## src/rtl/nibseq_pkg.sv

```systemverilog
package nibseq_pkg;
    typedef enum logic [2:0] {
        ST_IDLE,
        ST_WAIT,
        ST_CHECK,
        ST_FETCH,
        ST_MEMW,
        ST_DEC,
        ST_OUT
    } seq_state_e;
endpackage

```

## src/rtl/nibseq_phase.sv

```systemverilog
module nibseq_phase #(
    parameter int RATE_W = 18,
    parameter int FRAC_W = 16,
    parameter int SUM_W  = ((RATE_W > FRAC_W) ? RATE_W : FRAC_W) + 1,
    parameter int CNT_W  = SUM_W - FRAC_W
) (
    input  logic [FRAC_W-1:0] phase_q,
    input  logic [RATE_W-1:0] rate,
    output logic [FRAC_W-1:0] phase_next,
    output logic [CNT_W-1:0]  carry_cnt
);
    logic [SUM_W-1:0] sum;

    always_comb begin
        sum        = SUM_W'(phase_q) + SUM_W'(rate);
        phase_next = sum[FRAC_W-1:0];
        carry_cnt  = sum[SUM_W-1:FRAC_W];
    end
endmodule

```

## src/rtl/nibseq_addr.sv

```systemverilog
module nibseq_addr #(
    parameter int AW = 24
) (
    input  logic [AW:0]   naddr_q,
    input  logic [AW-1:0] start_addr,
    input  logic [AW-1:0] end_addr,
    input  logic [AW-1:0] limit_addr,
    output logic [AW:0]   eff_addr,
    output logic          hit_end,
    output logic [AW:0]   start_naddr,
    output logic [AW:0]   next_naddr
);
    always_comb begin
        eff_addr    = (naddr_q == {limit_addr, 1'b0}) ? '0 : naddr_q;
        hit_end     = (eff_addr == {end_addr, 1'b0});
        start_naddr = {start_addr, 1'b0};
        next_naddr  = naddr_q + 1'b1;
    end
endmodule

```

## src/rtl/nibseq_interp.sv

```systemverilog
module nibseq_interp #(
    parameter int SW     = 16,
    parameter int FRAC_W = 16,
    parameter int VOL_W  = 8,
    parameter int OW     = SW + VOL_W
) (
    input  logic signed [SW-1:0] prev_smp,
    input  logic signed [SW-1:0] cur_smp,
    input  logic [FRAC_W-1:0]    phase,
    input  logic [VOL_W-1:0]     volume,
    output logic signed [OW-1:0] scaled
);
    localparam int PW = SW + FRAC_W + 2;

    logic signed [FRAC_W+1:0] w_prev;
    logic signed [FRAC_W+1:0] w_cur;
    logic signed [PW-1:0]     mix;
    logic signed [PW-1:0]     mix_sh;
    logic signed [SW-1:0]     blend;

    always_comb begin
        w_cur  = $signed({2'b00, phase});
        w_prev = $signed({2'b01, {FRAC_W{1'b0}}}) - w_cur;
        mix    = $signed({{(PW-SW){prev_smp[SW-1]}}, prev_smp}) *
                 $signed({{(PW-FRAC_W-2){w_prev[FRAC_W+1]}}, w_prev}) +
                 $signed({{(PW-SW){cur_smp[SW-1]}}, cur_smp}) *
                 $signed({{(PW-FRAC_W-2){w_cur[FRAC_W+1]}}, w_cur});
        mix_sh = mix >>> FRAC_W;
        blend  = mix_sh[SW-1:0];
        scaled = $signed({{(OW-SW){blend[SW-1]}}, blend}) *
                 $signed({{(OW-VOL_W){1'b0}}, volume});
    end
endmodule

```

## src/rtl/nibble_resampler.sv

```systemverilog
module nibble_resampler #(
    parameter int AW     = 24,
    parameter int RATE_W = 18,
    parameter int FRAC_W = 16,
    parameter int SW     = 16,
    parameter int VOL_W  = 8
) (
    input  logic                     clk,
    input  logic                     rst_n,
    input  logic                     go,
    input  logic                     rep_en,
    input  logic                     tick,
    input  logic [RATE_W-1:0]        rate,
    input  logic [AW-1:0]            start_addr,
    input  logic [AW-1:0]            end_addr,
    input  logic [AW-1:0]            limit_addr,
    input  logic [VOL_W-1:0]         volume,
    output logic                     mem_rd,
    output logic [AW-1:0]            mem_addr,
    input  logic [7:0]               mem_rdata,
    output logic                     dec_clear,
    output logic                     dec_req,
    output logic [3:0]               dec_nibble,
    input  logic                     dec_ack,
    input  logic signed [SW-1:0]     dec_sample,
    output logic                     smp_strobe,
    output logic signed [SW+VOL_W-1:0] smp_out,
    output logic                     eos,
    output logic                     busy
);
    import nibseq_pkg::*;

    localparam int OW    = SW + VOL_W;
    localparam int SUM_W = ((RATE_W > FRAC_W) ? RATE_W : FRAC_W) + 1;
    localparam int CNT_W = SUM_W - FRAC_W;

    typedef struct packed {
        seq_state_e          st;
        logic [FRAC_W-1:0]   phase;
        logic [CNT_W-1:0]    left;
        logic [AW:0]         naddr;
        logic [7:0]          held;
        logic signed [SW-1:0] prev;
        logic signed [SW-1:0] cur;
        logic signed [OW-1:0] out;
        logic [3:0]          nib;
        logic                strobe;
        logic                eos;
        logic                busy;
        logic                clr;
        logic                rd;
        logic                req;
    } seq_regs_t;

    seq_regs_t q, d;

    logic [FRAC_W-1:0]    phase_next;
    logic [CNT_W-1:0]     carry_cnt;
    logic [AW:0]          eff_addr;
    logic                 hit_end;
    logic [AW:0]          start_naddr;
    logic [AW:0]          next_naddr;
    logic signed [OW-1:0] scaled;

    nibseq_phase #(
        .RATE_W(RATE_W),
        .FRAC_W(FRAC_W),
        .SUM_W (SUM_W),
        .CNT_W (CNT_W)
    ) phase_i (
        .phase_q   (q.phase),
        .rate      (rate),
        .phase_next(phase_next),
        .carry_cnt (carry_cnt)
    );

    nibseq_addr #(
        .AW(AW)
    ) addr_i (
        .naddr_q    (q.naddr),
        .start_addr (start_addr),
        .end_addr   (end_addr),
        .limit_addr (limit_addr),
        .eff_addr   (eff_addr),
        .hit_end    (hit_end),
        .start_naddr(start_naddr),
        .next_naddr (next_naddr)
    );

    nibseq_interp #(
        .SW    (SW),
        .FRAC_W(FRAC_W),
        .VOL_W (VOL_W),
        .OW    (OW)
    ) interp_i (
        .prev_smp(q.prev),
        .cur_smp (q.cur),
        .phase   (q.phase),
        .volume  (volume),
        .scaled  (scaled)
    );

    always_comb begin
        d        = q;
        d.strobe = 1'b0;
        d.clr    = 1'b0;
        d.rd     = 1'b0;

        unique case (q.st)
            ST_IDLE: begin
                // ticks are ignored until playback starts
            end
            ST_WAIT: begin
                if (tick) begin
                    d.phase = phase_next;
                    d.left  = carry_cnt;
                    d.st    = (carry_cnt == '0) ? ST_OUT : ST_CHECK;
                end
            end
            ST_CHECK: begin
                if (hit_end) begin
                    if (rep_en) begin
                        d.naddr = start_naddr;
                        d.prev  = '0;
                        d.cur   = '0;
                        d.clr   = 1'b1;
                        d.rd    = 1'b1;
                        d.st    = ST_FETCH;
                    end else begin
                        d.eos  = 1'b1;
                        d.busy = 1'b0;
                        d.out  = '0;
                        d.prev = '0;
                        d.cur  = '0;
                        d.st   = ST_IDLE;
                    end
                end else begin
                    d.naddr = eff_addr;
                    if (!eff_addr[0]) begin
                        d.rd = 1'b1;
                        d.st = ST_FETCH;
                    end else begin
                        d.nib = q.held[3:0];
                        d.req = 1'b1;
                        d.st  = ST_DEC;
                    end
                end
            end
            ST_FETCH: begin
                d.st = ST_MEMW;
            end
            ST_MEMW: begin
                d.held = mem_rdata;
                d.nib  = mem_rdata[7:4];
                d.req  = 1'b1;
                d.st   = ST_DEC;
            end
            ST_DEC: begin
                if (dec_ack) begin
                    d.req   = 1'b0;
                    d.prev  = q.cur;
                    d.cur   = dec_sample;
                    d.naddr = next_naddr;
                    d.left  = q.left - 1'b1;
                    d.st    = (q.left == CNT_W'(1)) ? ST_OUT : ST_CHECK;
                end
            end
            ST_OUT: begin
                d.out    = scaled;
                d.strobe = 1'b1;
                d.st     = ST_WAIT;
            end
            default: d.st = ST_IDLE;
        endcase

        if (go) begin
            d.st    = ST_WAIT;
            d.phase = '0;
            d.left  = '0;
            d.naddr = start_naddr;
            d.prev  = '0;
            d.cur   = '0;
            d.out   = '0;
            d.eos   = 1'b0;
            d.busy  = 1'b1;
            d.clr   = 1'b1;
            d.rd    = 1'b0;
            d.req   = 1'b0;
            d.strobe = 1'b0;
        end
    end

    always_ff @(posedge clk) begin
        if (!rst_n) begin
            q <= '0;
        end else begin
            q <= d;
        end
    end

    assign mem_rd     = q.rd;
    assign mem_addr   = q.naddr[AW:1];
    assign dec_clear  = q.clr;
    assign dec_req    = q.req;
    assign dec_nibble = q.nib;
    assign smp_strobe = q.strobe;
    assign smp_out    = q.out;
    assign eos        = q.eos;
    assign busy       = q.busy;
endmodule

```

## config.mk

```make
export PLATFORM = sky130hd
export DESIGN_NAME = nibble_resampler
export DESIGN_NICKNAME = d
export VERILOG_FILES = /design/src/rtl/nibseq_pkg.sv /design/src/rtl/nibseq_phase.sv /design/src/rtl/nibseq_addr.sv /design/src/rtl/nibseq_interp.sv /design/src/rtl/nibble_resampler.sv
export SDC_FILE = /design/constraint.sdc
export NUM_CORES = 2
export LEC_CHECK = 0
export BUFFER_PORTS_ARGS = -buffer_cell sky130_fd_sc_hd__buf_2
export CAP_MARGIN = 10
export CORE_ASPECT_RATIO = 1.2
export CORE_MARGIN = 1.5
export CORE_UTILIZATION = 50
export CTS_BUF_LIST = sky130_fd_sc_hd__clkbuf_8
export CTS_CLUSTER_SIZE = 20
export DETAILED_ROUTE_END_ITERATION = 12
export PLACE_DENSITY = 0.68
export SLEW_MARGIN = 20
export SYNTH_ARGS = -nofsm -noshare
export SYNTH_HDL_FRONTEND = slang
export SYNTH_SLANG_ARGS = --single-unit
```

## constraint.sdc

```tcl
create_clock -name clk -period 34.3 [get_ports clk]
set_input_delay 0 -clock clk [delete_from_list [all_inputs] [get_ports clk]]
set_output_delay 0 -clock clk [all_outputs]
set_load 0.01 [all_outputs]
```

==> impl_metrics.tcl <==
set metrics [dict create \
    setup.worst_path.end_class "register" \
    chipWidth_um 224.8 \
    r2r_end "smp_out[22]" \
    drt-total-wl_mm 77.52 \
    firstDrtPassIters 6 \
    cp.required_ns 34.71 \
    power_leakage_nw 16.51 \
    synth_area_leaders "fa_1 38%, ha_1 12%, inv_1 9.3%" \
    avgSynthCellArea_um2 8.707 \
    worstSkewPairLatency_ns 0.57 \
    synth_cells 3389 \
    r2r_start "q[104]" \
    async_reset_ff_share_pct 0 \
    synth_enable_flop_cells 0 \
    status "finished, final reports clean" \
    post-cts-setup-buffers 0 \
    hold_path_class "primary input to register" \
    vdd_drop_max_mv 0.03071 \
    track_usage_pct 27.26 \
    drive_gt1_share_pct 7.920 \
    tns_ns 0 \
    start_util_pct 50.55 \
    grt_pass1_vias 24443 \
    final_antenna_net_count 0 \
    drt_iter0_drc 1296 \
    routedWlPerCell_um 18.01 \
    synth_top_area_share_pct 37.92 \
    syn-num-nets 4362 \
    row_count 97 \
    cts.clk_slew.worst_paths_ns 0.09 \
    final_max_slew_viol_count 0 \
    grt_max_degree 50 \
    cts_tree "done" \
    rsz0062_at_grt "no" \
    setup_viol 0 \
    drv_cap 0 \
    die_y_um 269.1 \
    cpPeakStageDelay_ns 0.58 \
    grt_overflow 0 \
    rrSetupSlack_ns 19.71 \
    numClockSinks 117 \
    layout_common_cells "732 x inv_1, 559 x fa_1, 387 x and2_1" \
    min_period_ns 14.59 \
    vias_per_cell 5.312 \
    gp_congestion 0.9113 \
    io_pins 186 \
    cp-endpoint "smp_out[22]" \
    final.setup_skew_ns 0.04648 \
    relSlewSlack_pct 26.53 \
    ctsRootBufferMaster "clkbuf_8" \
    numCtsBuffers 17 \
    worst_pin_slew_ns 1.097 \
    r2r_cells 47 \
    nNetsFinal 4470 \
    cts_max_path_buffers 2 \
    period_share_pct 42.54 \
    worst_ep_arrival_time_ns 15.01 \
    htreeDepth 4 \
    synth_seq_area_share_pct 7.938 \
    p_per_area_nw_per_um2 11.54 \
    drcViolationCount 0 \
    grt_antenna_before_repair 3 \
    io_buffers 185 \
    cp-startpoint "q[104]" \
    final_common_cell "inv_1" \
    slowest_stage "a2111oi_2" \
    yosysWarningCount 0 \
    num_vias 22867 \
    synth_cell_type_count 77 \
    core-area_um2 58380 \
    critPathLaunchType "register" \
    hpwl_mm 62.49 \
    yosysTopAreaCell "fa_1" \
    grt_pass1_wl_mm 128.5 \
    crit_fanout 22 \
    path_class "register to register" \
    path_common_cell "fa_1" \
    timing.fmax_ghz 0.06853 \
    hold_viol 0 \
    syn_area_um2 29510 \
    ys_ff_latch 117 \
    yosys_most_used_dff "dfxtp_1" \
    finalCoreUtilization_pct 54.69 \
    area_delta_synth_final_pct 8.192 \
    die-area_um2 60490 \
]
cell usage after synthesis, types with 13 or more instances:
cell	count
nor4_1	24
nand2b_1	26
xnor2_1	58
nand3_1	59
nand2_1	356
fa_1	559
ha_1	286
and2_1	387
buf_4	53
xor2_1	49
nor3_1	31
a22oi_1	20
nor2_1	75
inv_1	732
nor2b_1	25
clkbuf_1	138
o21ai_0	62
a31oi_1	13
a21o_1	20
dfxtp_1	117
a21oi_1	80
layer usage:
layer  track usage, %  wire length, um
met5                0                0
met3            3.051             3441
met4            12.31             3647
met2            49.09            40540
met1            32.44            29880
repair_timing:
item,in CTS,in global routing
hold buffers,77,0
endpoints found under the hold margin,66,0
gates resized for setup,0,0
report_power, final:
| group | internal [mW] | total (mW) | leakage, nW | switching (mW) |
|---|---|---|---|---|
| Combinational | 0.0275 | 0.0701 | 15.3 | 0.0426 |
| Sequential | 0.138 | 0.144 | 0.949 | 0.00604 |
| Clock | 0.0695 | 0.154 | 0.224 | 0.0847 |
cells by family after synthesis:
kind of cell / count (synthesis) / synth area share (%)
xor+xnor: 107 / 3.176
mux: 9 / 0.3053
fa+ha+maj: 845 / 50.05
compound gates: 322 / 7.488
simple gates: 1042 / 18.17
buf+inv: 947 / 12.87
flops: 117 / 7.938
stage by stage:
stage	power [mW]	std cells	area, um2	hold slack [ns]	worst slack [ns]
after floorplan	0.1810	3389	29510	0.1238	21.36
after global placement	0.2089	4193	30700	0.2265	19.97
after detailed placement	0.2091	4193	30700	0.2314	19.63
after CTS	0.3692	4302	31910	0.004300	19.58
after global routing	0.3806	4305	31930	0.06784	18.53
final	0.3684	4305	31930	0.03137	19.71
layout make-up:
class,count,area (um2)
Inverter,734,2755
Clock buffer,17,234.0
Clock inverter,15,206.4
Antenna cell,3,7.507
Timing Repair Buffer,302,1997
Multi-Input combinational cell,2325,23390
Fill cell,5381,26450
Sequential cell,117,2344
Tap cell,792,991.0
flip-flops by register name, summed over array words and instances, names as in the netlist:
name        flops
smp_out        24
smp_strobe      1
eos             1
mem_addr       24
busy            1
dec_req         1
dec_nibble      4
mem_rd          1
dec_clear       1
q              59
critical path: cells and delay by family, from the launching register on:
| kind | cells | cell delay (ns) |
|---|---|---|
| AOI/OAI and AO/OA | 12 | 3.28 |
| buffers and inverters | 8 | 0.53 |
| DFF | 1 | 0.56 |
| adders and majority gates | 14 | 6.57 |
| and+or+nand+nor | 10 | 2.64 |
| xor gates and xnor gates | 3 | 0.84 |
worst min-delay path by stage:
| stage | cells after the start | start | end |
|---|---|---|---|
| floorplan | 1 | go | busy |
| global placement | 2 | start_addr[18] | mem_addr[18] |
| detailed placement | 2 | start_addr[18] | mem_addr[18] |
| CTS | 4 | rate[15] | q[117] |
| global route | 4 | rate[15] | q[117] |
| finish | 4 | rate[15] | q[117] |
(Power assumes the default switching activity.)
